## src/rtl/lpm_pkg.sv

```systemverilog
package lpm_pkg;
   typedef enum logic [1:0] {ST_RUN, ST_ENTER, ST_IDLE, ST_DEEP} lpm_state_e;

   localparam int unsigned SRC_N     = 5;
   localparam int unsigned SRC_POR   = 0;
   localparam int unsigned SRC_MCLR  = 1;
   localparam int unsigned SRC_DSWDT = 2;
   localparam int unsigned SRC_RTC   = 3;
   localparam int unsigned SRC_PIN   = 4;

   localparam logic MODE_DEEP = 1'b0;
   localparam logic MODE_IDLE = 1'b1;
endpackage

```

## src/rtl/lpm_sync.sv

```systemverilog
module lpm_sync #(
   parameter int unsigned   W       = 1,
   parameter int unsigned   STAGES  = 2,
   parameter logic [W-1:0]  RST_VAL = '0
) (
   input  logic         clk,
   input  logic         rst_n,
   input  logic [W-1:0] d,
   output logic [W-1:0] q
);
   if (STAGES < 2) begin : g_bad_stages
      $error("lpm_sync: STAGES must be at least 2");
   end

   logic [W-1:0] stg_q [STAGES];

   always_ff @(posedge clk or negedge rst_n) begin
      if (!rst_n) begin
         for (int i = 0; i < STAGES; i++) stg_q[i] <= RST_VAL;
      end else begin
         stg_q[0] <= d;
         for (int i = 1; i < STAGES; i++) stg_q[i] <= stg_q[i-1];
      end
   end

   assign q = stg_q[STAGES-1];
endmodule

```

## src/rtl/lpm_arm.sv

```systemverilog
module lpm_arm #(
   parameter int unsigned ARM_WIN  = 1,
   parameter int unsigned REL_HOLD = 3
) (
   input  logic clk,
   input  logic rst_n,
   input  logic run,
   input  logic wr,
   input  logic wdata,
   input  logic take,
   input  logic ds_exit,
   input  logic rel_clr,
   output logic arm_q,
   output logic rel_q,
   output logic ok
);
   localparam int unsigned WW = $clog2(ARM_WIN + 1);
   localparam int unsigned HW = (REL_HOLD > 0) ? $clog2(REL_HOLD + 1) : 1;

   if (ARM_WIN < 1) begin : g_bad_win
      $error("lpm_arm: ARM_WIN must be at least 1");
   end

   logic [WW-1:0] win_q;
   logic          hold_zero;

   // arm bit with its expiry window
   always_ff @(posedge clk or negedge rst_n) begin
      if (!rst_n) begin
         arm_q <= 1'b0;
         win_q <= '0;
      end else if (ds_exit) begin
         arm_q <= 1'b0;
      end else if (run) begin
         if (wr) begin
            arm_q <= wdata;
            win_q <= WW'(ARM_WIN);
         end else if (arm_q && !take) begin
            if (win_q <= WW'(1)) arm_q <= 1'b0;
            else                 win_q <= win_q - WW'(1);
         end
      end
   end

   // release flag, set on exit, cleared by software
   always_ff @(posedge clk or negedge rst_n) begin
      if (!rst_n)                rel_q <= 1'b0;
      else if (ds_exit)          rel_q <= 1'b1;
      else if (rel_clr && rel_q) rel_q <= 1'b0;
   end

   if (REL_HOLD == 0) begin : g_no_hold
      assign hold_zero = 1'b1;
   end else begin : g_hold
      logic [HW-1:0] hold_q;
      always_ff @(posedge clk or negedge rst_n) begin
         if (!rst_n)                   hold_q <= '0;
         else if (rel_clr && rel_q)    hold_q <= HW'(REL_HOLD);
         else if (hold_q != '0)        hold_q <= hold_q - HW'(1);
      end
      assign hold_zero = (hold_q == '0);
   end

   assign ok = arm_q && !rel_q && hold_zero;
endmodule

```

## src/rtl/lpm_wake.sv

```systemverilog
module lpm_wake
   import lpm_pkg::*;
#(
   parameter bit RTC_PRESENT = 1'b1
) (
   input  logic             clk,
   input  logic             rst_n,
   input  logic             in_deep,
   input  logic             entry,
   input  logic             por_pls,
   input  logic             dswdt_to,
   input  logic             mclr_s,
   input  logic             alarm_s,
   input  logic             rtc_en,
   input  logic             pin_s,
   input  logic             pin_en,
   input  logic             pin_pol,
   output logic [SRC_N-1:0] src
);
   logic pin_arm_q;
   logic pin_d_q;
   logic pin_hit;
   logic rtc_hit;

   always_ff @(posedge clk or negedge rst_n) begin
      if (!rst_n) begin
         pin_arm_q <= 1'b0;
         pin_d_q   <= 1'b0;
      end else begin
         pin_d_q <= pin_s;
         if (entry) pin_arm_q <= pin_en;
      end
   end

   // edge into the asserting level, seen after synchronization
   assign pin_hit = pin_arm_q && (pin_s == pin_pol) && (pin_d_q != pin_pol);

   if (RTC_PRESENT) begin : g_rtc
      assign rtc_hit = alarm_s && rtc_en;
   end else begin : g_no_rtc
      logic unused_rtc;
      assign unused_rtc = alarm_s ^ rtc_en;
      assign rtc_hit    = 1'b0;
   end

   always_comb begin
      src            = '0;
      src[SRC_POR]   = por_pls;
      src[SRC_MCLR]  = !mclr_s;
      src[SRC_DSWDT] = dswdt_to;
      src[SRC_RTC]   = rtc_hit;
      src[SRC_PIN]   = pin_hit;
      if (!in_deep) src = '0;
   end
endmodule

```

## src/rtl/lpm_seq.sv

```systemverilog
module lpm_seq
   import lpm_pkg::*;
#(
   parameter int unsigned N_IRQ       = 8,
   parameter int unsigned SYNC_STAGES = 2,
   parameter int unsigned ARM_WIN     = 1,
   parameter int unsigned REL_HOLD    = 3,
   parameter bit          RTC_PRESENT = 1'b1
) (
   input  logic             clk,
   input  logic             rst_n,
   input  logic             psv_stb,
   input  logic             psv_mode,
   input  logic             arm_wr,
   input  logic             arm_wdata,
   input  logic             rel_clr,
   input  logic [N_IRQ-1:0] irq_req,
   input  logic [N_IRQ-1:0] irq_en,
   input  logic             wdt_to,
   input  logic             por_pls,
   input  logic             dswdt_to,
   input  logic             mclr_n,
   input  logic             rtc_alarm,
   input  logic             rtc_en,
   input  logic             pin_in,
   input  logic             pin_en,
   input  logic             pin_pol,
   output logic             cpu_clk_en,
   output logic             ds_pwrdn,
   output logic             wdt_clr,
   output logic             arm_q,
   output logic             rel_q,
   output logic [SRC_N-1:0] wake_stat
);
   if (N_IRQ < 1) begin : g_bad_irq
      $error("lpm_seq: N_IRQ must be at least 1");
   end

   lpm_state_e       st_q, st_d;
   logic             run, take, go_idle, irq_hit, pend_q, ds_exit, arm_ok;
   logic [2:0]       async_s;
   logic [SRC_N-1:0] src;

   lpm_sync #(.W(3), .STAGES(SYNC_STAGES), .RST_VAL(3'b001)) u_sync (
      .clk   (clk),
      .rst_n (rst_n),
      .d     ({pin_in, rtc_alarm, mclr_n}),
      .q     (async_s)
   );

   assign run     = (st_q == ST_RUN);
   assign take    = run && psv_stb && (psv_mode == MODE_DEEP) && arm_ok;
   assign go_idle = run && psv_stb && (psv_mode == MODE_IDLE);
   assign irq_hit = |(irq_req & irq_en);
   assign ds_exit = (st_q == ST_DEEP) && (|src);

   lpm_arm #(.ARM_WIN(ARM_WIN), .REL_HOLD(REL_HOLD)) u_arm (
      .clk     (clk),
      .rst_n   (rst_n),
      .run     (run),
      .wr      (arm_wr),
      .wdata   (arm_wdata),
      .take    (take),
      .ds_exit (ds_exit),
      .rel_clr (rel_clr),
      .arm_q   (arm_q),
      .rel_q   (rel_q),
      .ok      (arm_ok)
   );

   lpm_wake #(.RTC_PRESENT(RTC_PRESENT)) u_wake (
      .clk      (clk),
      .rst_n    (rst_n),
      .in_deep  (st_q == ST_DEEP),
      .entry    (take),
      .por_pls  (por_pls),
      .dswdt_to (dswdt_to),
      .mclr_s   (async_s[0]),
      .alarm_s  (async_s[1]),
      .rtc_en   (rtc_en),
      .pin_s    (async_s[2]),
      .pin_en   (pin_en),
      .pin_pol  (pin_pol),
      .src      (src)
   );

   always_comb begin
      st_d = st_q;
      unique case (st_q)
         ST_RUN:   if (take) st_d = ST_DEEP; else if (go_idle) st_d = ST_ENTER;
         ST_ENTER: st_d = ST_IDLE;
         ST_IDLE:  if (pend_q || irq_hit || wdt_to) st_d = ST_RUN;
         ST_DEEP:  if (ds_exit) st_d = ST_RUN;
         default:  st_d = ST_RUN;
      endcase
   end

   always_ff @(posedge clk or negedge rst_n) begin
      if (!rst_n) begin
         st_q   <= ST_RUN;
         pend_q <= 1'b0;
      end else begin
         st_q <= st_d;
         unique case (st_q)
            ST_RUN:   pend_q <= go_idle && irq_hit;
            ST_ENTER: pend_q <= pend_q || irq_hit;
            default:  pend_q <= 1'b0;
         endcase
      end
   end

   always_ff @(posedge clk or negedge rst_n) begin
      if (!rst_n)                         wake_stat <= '0;
      else if (run && arm_wr && arm_wdata) wake_stat <= '0;
      else if (ds_exit)                   wake_stat <= wake_stat | src;
   end

   assign cpu_clk_en = run;
   assign ds_pwrdn   = (st_q == ST_DEEP);
   assign wdt_clr    = (st_q == ST_ENTER);
endmodule

```

## config.mk

```make
export PLATFORM = sky130hd
export DESIGN_NAME = lpm_seq
export DESIGN_NICKNAME = d
export VERILOG_FILES = /design/src/rtl/lpm_pkg.sv /design/src/rtl/lpm_sync.sv /design/src/rtl/lpm_arm.sv /design/src/rtl/lpm_wake.sv /design/src/rtl/lpm_seq.sv
export SDC_FILE = /design/constraint.sdc
export NUM_CORES = 1
export LEC_CHECK = 0
export ABC_AREA = 1
export BUFFER_PORTS_ARGS = -buffer_cell sky130_fd_sc_hd__buf_2
export CAP_MARGIN = 20
export CORE_ASPECT_RATIO = 1.4
export CORE_MARGIN = 5
export CORE_UTILIZATION = 48
export CTS_BUF_LIST = sky130_fd_sc_hd__clkbuf_4 sky130_fd_sc_hd__clkbuf_8
export DETAILED_ROUTE_END_ITERATION = 8
export PLACE_DENSITY = 0.81
export SLEW_MARGIN = 20
export SYNTH_ARGS = -nofsm -noshare
export SYNTH_HDL_FRONTEND = slang
export SYNTH_SLANG_ARGS = --single-unit
```

## constraint.sdc

```tcl
create_clock -name clk -period 1.6 [get_ports clk]
set_clock_uncertainty 0.15 [all_clocks]
set_input_delay 0.24 -clock clk [delete_from_list [all_inputs] [get_ports clk]]
set_output_delay 0.24 -clock clk [all_outputs]
set_load 0.03 [all_outputs]
```

==> results of run 1 <==
==> critical path, delay by kind of cell, from the launching register on <==
kind                   cells  cell delay [ps]
flip-flops                 1              430
buffers and inverters      2              300
AND/OR/NAND/NOR            1              120
==> flip-flops by register name (all words and copies together), names as in the netlist <==
register and count:
u_wake.pin_arm_q 1, u_arm.arm_q 1, u_wake.pin_d_q 1, u_arm.g_hold.hold_q 2
st_q 2, u_sync.q 3, pend_q 1, u_arm.rel_q 1
wake_stat 5, u_sync.stg_q 3
==> layout make-up <==
| cell class | instances | share of cell area [%] |
|---|---|---|
| multi-input cells | 71 | 29.5 |
| clock inverters | 1 | 2.24 |
| well taps | 21 | 1.96 |
| inverters | 20 | 5.78 |
| clock buffers | 3 | 1.68 |
| flip-flops and latches | 20 | 37.5 |
| repair buffers | 49 | 21.3 |
==> logic make-up after synthesis <==
family | share of synthesized area (%)
DFF | 51.6
AOI/OAI and AO/OA | 7.70
and+or+nand+nor | 31.5
adders and majority gates | 1.28
buffers and inverters | 7.96
==> layout by cell type, fill, tap and decap left out, drive strengths merged <==
| cell | Yosys | routed |
|---|---|---|
| a21oi | 5 | 5 |
| nand2 | 30 | 30 |
| nand3 | 8 | 8 |
| inv | 20 | 20 |
| nor3 | 1 | 1 |
| dlygate4sd3 | 0 | 4 |
| clkbuf | 0 | 4 |
| o21ai | 7 | 7 |
| dfstp | 2 | 2 |
| dfrtp | 18 | 18 |
| o211ai | 1 | 1 |
| ha | 1 | 1 |
| or2 | 1 | 1 |
| a21o | 1 | 1 |
| nor2 | 13 | 13 |
| nor2b | 1 | 1 |
| bufinv | 0 | 1 |
| buf | 0 | 44 |
| nand4 | 2 | 2 |
==> final timing paths <==
path	endpoint	depth (start not counted)	slack (ps)	start
worst max-delay path	ds_pwrdn	3	60	st_q[1]
worst min-delay path	pend_q	3	50	psv_mode
worst max register to register	st_q[1]	6	220	st_q[1]
worst min register to register	u_sync.q[1]	0	210	u_sync.stg_q[4]
max in group asynchronous	u_sync.q[0]	2	720	rst_n
min in group asynchronous	u_sync.stg_q[4]	2	250	rst_n
==> cell usage after synthesis (2+ instances only) <==
cell,number,area share [%]
a21oi_1,5,2.6
nand2_2,6,3.9
nand2_1,23,8.9
nor2_1,10,3.9
dfrtp_1,18,46
nor2_4,3,3.5
o21ai_0,6,3.1
inv_1,19,7.3
nand3_1,5,2.6
dfstp_2,2,5.4
nand3_2,3,3.1
==> per-layer routing <==
layer	wire length [um]	GRT usage (%)
met4	32	6.06
met2	1120	27.8
met1	797	19.0
met5	0	0
met3	196	1.99
==> report_power, final <==
part / leakage [nW] / switching (mW) / internal [mW]
sequential: 0.244 / 0.109 / 0.658
combinational: 0.515 / 0.644 / 0.385
clock: 0.0279 / 0.150 / 0.253
total: 0.787 / 0.904 / 1.30
==> what timing repair did <==
item | in CTS | in global routing
endpoints found under the hold margin | 21 | 0
hold buffers | 4 | 0
pin swaps | 0 | 1
endpoints found under the setup margin | 2 | 3
resized for setup | 4 | 4
buffers inserted | 0 | 4
==> per-stage QoR <==
step / cells / setup TNS, ps / hold slack, ps / util [%]
floorplan: 111 / 0 / -206 / -
global placement: 173 / 0 / 50.8 / 61.9
detailed placement: 173 / 0 / 54.1 / 61.9
CTS: 181 / 0 / 51.6 / 67.1
global route: 185 / -5.37 / 51.4 / 68.9
finish: 185 / 0 / 54.1 / 68.9
==> flow_metrics.py, run 1 <==
metrics = {
    "synthesis": {
        "synth.avg_cell_area_um2": 8.78,
        "synth_cell_types": 22,
        "synth_edf_count": 0,
        "synth_ff_type": "dfrtp_1",
        "ys_ff_latch": 20,
        "ys_warn_count": 0,
        "synth_seq_area_share_pct": 51.6,
        "synth_area_um2": 975,
        "synth-async-reset-ratio_pct": 100,
        "mappedNetlistNets": 144,
        "synth_cells": 111,
    },
    "drt": {
        "drtAntennaViolNets": 0,
        "route.vias.total": 875,
        "wl_per_cell_um": 11.6,
        "drt-initial-drc-count": 12,
        "totalWireLength_mm": 2.14,
        "drc_errors": 0,
        "drtPass1Iterations": 4,
        "vias_per_cell": 4.73,
    },
    "global_route": {
        "track_usage_pct": 16.1,
        "grt_pass1_wl_mm": 3.60,
        "grt_max_degree": 21,
        "grt_pass1_vias": 863,
        "overflow": 0,
        "antenna_found_initial": 0,
    },
    "cts": {
        "htree_levels": 1,
        "clockBufferDepth": 2,
        "cts_made_buffers": 3,
        "clock_latency_ps": 300,
        "clk_pin_slew_ps": 110,
        "cts_tree": "yes",
        "cts-root-buf": "clkbuf_4",
        "cts_sinks": 20,
    },
    "critical_path": {
        "slowest_stage": "dfrtp_1",
        "startpoint_type": "register",
        "cp-end-kind": "output port",
        "cp.arrival_ps": 1150,
        "path_max_fanout": 5,
        "critPathKind": "register to output port",
        "required_ps": 1210,
        "crit_chain": "nand2_2 -> inv_4 -> clkbuf_4",
        "max_stage_delay_ps": 430,
    },
    "floorplan": {
        "die_h_um": 63.3,
        "die_w_um": 48.1,
        "core_um2": 1950,
        "start_util_pct": 50.0,
        "row_count": 19,
        "design.portCount": 42,
        "die_area_um2": 3040,
    },
    "placement": {
        "pre_cts_ws_ps": 258,
        "placed_cell_area_um2": 1210,
        "gp_congestion": 0.814,
        "port-buffer-count": 41,
        "dp_hpwl_mm": 1.75,
    },
    "sta": {
        "worst_pin_slew_ps": 443,
        "post-route-min-period_ps": 1540,
        "finalHoldViolCount": 0,
        "finalCritPeriodShare_pct": 96.4,
        "setup_viol": 0,
        "maxSlewViolCount": 0,
        "max_freq_mhz": 649,
        "relSlewSlack_pct": 70.4,
        "worst_slack_ps": 58.1,
    },
    "power_and_ir_drop": {
        "p_per_area_nw_per_um2": 1640,
        "total_power_mw": 2.20,
        "cellLeakagePower_nw": 0.787,
        "ir_drop_v": 0.00104,
    },
    "final_layout": {
        "multiInputGateArea_um2": 397,
        "fillers": 146,
        "area_delta_synth_final_pct": 37.7,
        "diodes": 0,
        "layout-drive-gt1-share_pct": 43.3,
        "regArea_um2": 503,
        "final_nets": 198,
        "fin_area_um2": 1340,
    },
    "worst_hold_path": {
        "hold_path.class": "primary input to register",
    },
    "status": {
        "status": "completed",
    },
    "run": {
        "drv_cap": 0,
    },
}
No activity file was read; power rests on OpenSTA's default activity.
==> run 2: changes to the inputs <==
--- a/config.mk
+++ b/config.mk
@@ -10,10 +10,11 @@
 export CAP_MARGIN = 20
 export CORE_ASPECT_RATIO = 1.4
 export CORE_MARGIN = 5
-export CORE_UTILIZATION = 48
+export CORE_UTILIZATION = 43
 export CTS_BUF_LIST = sky130_fd_sc_hd__clkbuf_4 sky130_fd_sc_hd__clkbuf_8
+export CTS_CLUSTER_SIZE = 8
 export DETAILED_ROUTE_END_ITERATION = 8
-export PLACE_DENSITY = 0.81
+export PLACE_DENSITY = 0.76
 export SLEW_MARGIN = 20
 export SYNTH_ARGS = -nofsm -noshare
 export SYNTH_HDL_FRONTEND = slang
==> constraint.sdc (replaced) <==
create_clock -name clk -period 1.4 [get_ports clk]
set_clock_uncertainty 0.15 [all_clocks]
set_input_delay 0.21 -clock clk [delete_from_list [all_inputs] [get_ports clk]]
set_output_delay 0.21 -clock clk [all_outputs]
set_load 0.03 [all_outputs]
==> flow_metrics.py, run 2 (same netlist as run 1, synthesis figures left out) <==
metrics = {
    "floorplan": {
        "die_h_um": 66.3,
        "die_w_um": 50.2,
        "core_um2": 2180,
        "start_util_pct": 44.8,
        "row_count": 20,
        "design.portCount": 42,
        "die_area_um2": 3330,
    },
    "placement": {
        "port-buffer-count": 41,
        "dp_hpwl_mm": 1.76,
        "dp.cells": 174,
        "pre_cts_ws_ps": 81.2,
        "gp_congestion": 0.847,
        "placed_cell_area_um2": 1210,
    },
    "final_layout": {
        "layout.cells.non_filler": 192,
        "diodes": 0,
        "area_delta_synth_final_pct": 48.4,
        "final_nets": 204,
        "layout-drive-gt1-share_pct": 51.2,
        "fin_area_um2": 1450,
        "largest_reg_flops": 5,
        "fillers": 164,
        "layout_commonest_cell": "buf_2",
        "mostFrequentLayoutCells": "buf_2, nand2_1, dfrtp_1",
        "regMostFlops": "wake_stat",
        "multiInputGateArea_um2": 442,
        "regArea_um2": 504,
    },
    "critical_path": {
        "crit_chain": "inv_2 -> nand2_4 -> inv_2 -> buf_6",
        "path_max_fanout": 3,
        "slowest_stage": "dfrtp_2",
        "cp-end-kind": "output port",
        "max_stage_delay_ps": 460,
        "crit_start": "st_q[1]",
        "crit_family": "flip-flops",
        "startpoint_type": "register",
        "rr_startpoint": "st_q[1]",
        "timing.critical_path.to": "cpu_clk_en",
        "r2r_cells": 8,
        "r2r-end": "u_arm.arm_q",
        "crit_path_frequent_cell": "inv_2",
        "required_ps": 1040,
        "cp.depth": 4,
        "critPathKind": "register to output port",
        "critPathBufInv": 3,
        "cp.arrival_ps": 1110,
        "r2r_slack_ps": -60,
    },
    "sta": {
        "setup_viol": 6,
        "maxSlewViolCount": 0,
        "relSlewSlack_pct": 71.5,
        "rsz0062_at_grt": "true",
        "finalCritPeriodShare_pct": 105,
        "max_freq_mhz": 681,
        "whs_ps": 7.03,
        "finalHoldViolCount": 0,
        "worst_pin_slew_ps": 428,
        "worst_slack_ps": -68.6,
        "post-route-min-period_ps": 1470,
    },
    "run": {
        "drv_cap": 0,
    },
    "global_route": {
        "grt_max_degree": 21,
        "grt_pass1_wl_mm": 4.46,
        "antenna_found_initial": 0,
        "overflow": 0,
        "grt_pass1_vias": 1062,
        "track_usage_pct": 16.9,
    },
    "drt": {
        "vias_per_cell": 4.95,
        "route.vias.total": 950,
        "drc_errors": 0,
        "drtAntennaViolNets": 0,
        "drtPass1Iterations": 4,
        "totalWireLength_mm": 2.51,
        "drt-initial-drc-count": 11,
        "wl_per_cell_um": 13.1,
    },
    "power_and_ir_drop": {
        "p_per_area_nw_per_um2": 1940,
        "ir_drop_v": 0.00127,
        "cellLeakagePower_nw": 0.835,
        "total_power_mw": 2.80,
    },
    "cts": {
        "htree_levels": 1,
        "cts_made_buffers": 3,
        "cts-root-buf": "clkbuf_4",
        "clock_latency_ps": 300,
        "clk_pin_slew_ps": 110,
        "clockBufferDepth": 2,
        "cts_sinks": 20,
        "cts_tree": "yes",
    },
    "status": {
        "violations": "setup timing",
        "status": "complete, but fails checks",
    },
    "worst_hold_path": {
        "hold_path_startpoint": "pin_en",
        "hold_path.class": "primary input to register",
    },
}
-- run 2: cell types whose count changed in the layout (fill, tap and decap cells not counted), sizes merged --
cell / before / now
clkbuf: 4 / 3
buf: 44 / 51
-- run 2: worst reg2reg max path, stage by stage (launching register included) --
cell,delay [ps]
dfrtp_2,460
inv_2,90
nand2_4,60
buf_6,130
nor2_4,130
nand4_4,120
nand3_2,110
nand2_2,60
nor2_2,90
-- run 2: layout make-up --
type                    count  area share [%]
well taps                  22            1.90
inverters                  20            5.36
multi-input cells          71            30.5
clock buffers               3            1.56
clock inverters             1            2.08
flip-flops and latches     20            34.9
repair buffers             55            23.7
-- run 2: metal layers --
layer,vias up,routed length [um],track usage (%)
met3,5,233,4.97
met1,442,871,18.3
met5,-,0,0
met2,36,1380,30.5
li1,467,-,-
met4,0,27,5.90
-- run 2: repair_timing --
item	CTS	global route
pin swaps	4	6
buffers inserted	10	0
gates cloned	0	0
setup endpoints to repair	3	13
hold buffers	4	0
resized for setup	15	11
hold endpoints to repair	21	0
-- run 2: per-stage QoR --
stage	util [%]	TNS, ps
floorplan	-	0
global placement	55.5	0
detailed placement	55.5	0
CTS	65.1	-153
global route	66.4	-763
finish	66.4	-233
-- run 2: worst min path at each step --
stage                                  end  cells past startpoint
after floorplan                     pend_q                      0
after global placement        wake_stat[2]                      1
after detailed placement      wake_stat[2]                      1
after CTS                     wake_stat[3]                      3
after global routing      u_wake.pin_arm_q                      3
final                     u_wake.pin_arm_q                      3
-- run 2: power breakdown --
group	internal [mW]	switching (mW)	leakage, nW
combinational	0.597	0.836	0.564
sequential	0.754	0.143	0.242
clock	0.289	0.183	0.0279
total	1.64	1.16	0.835
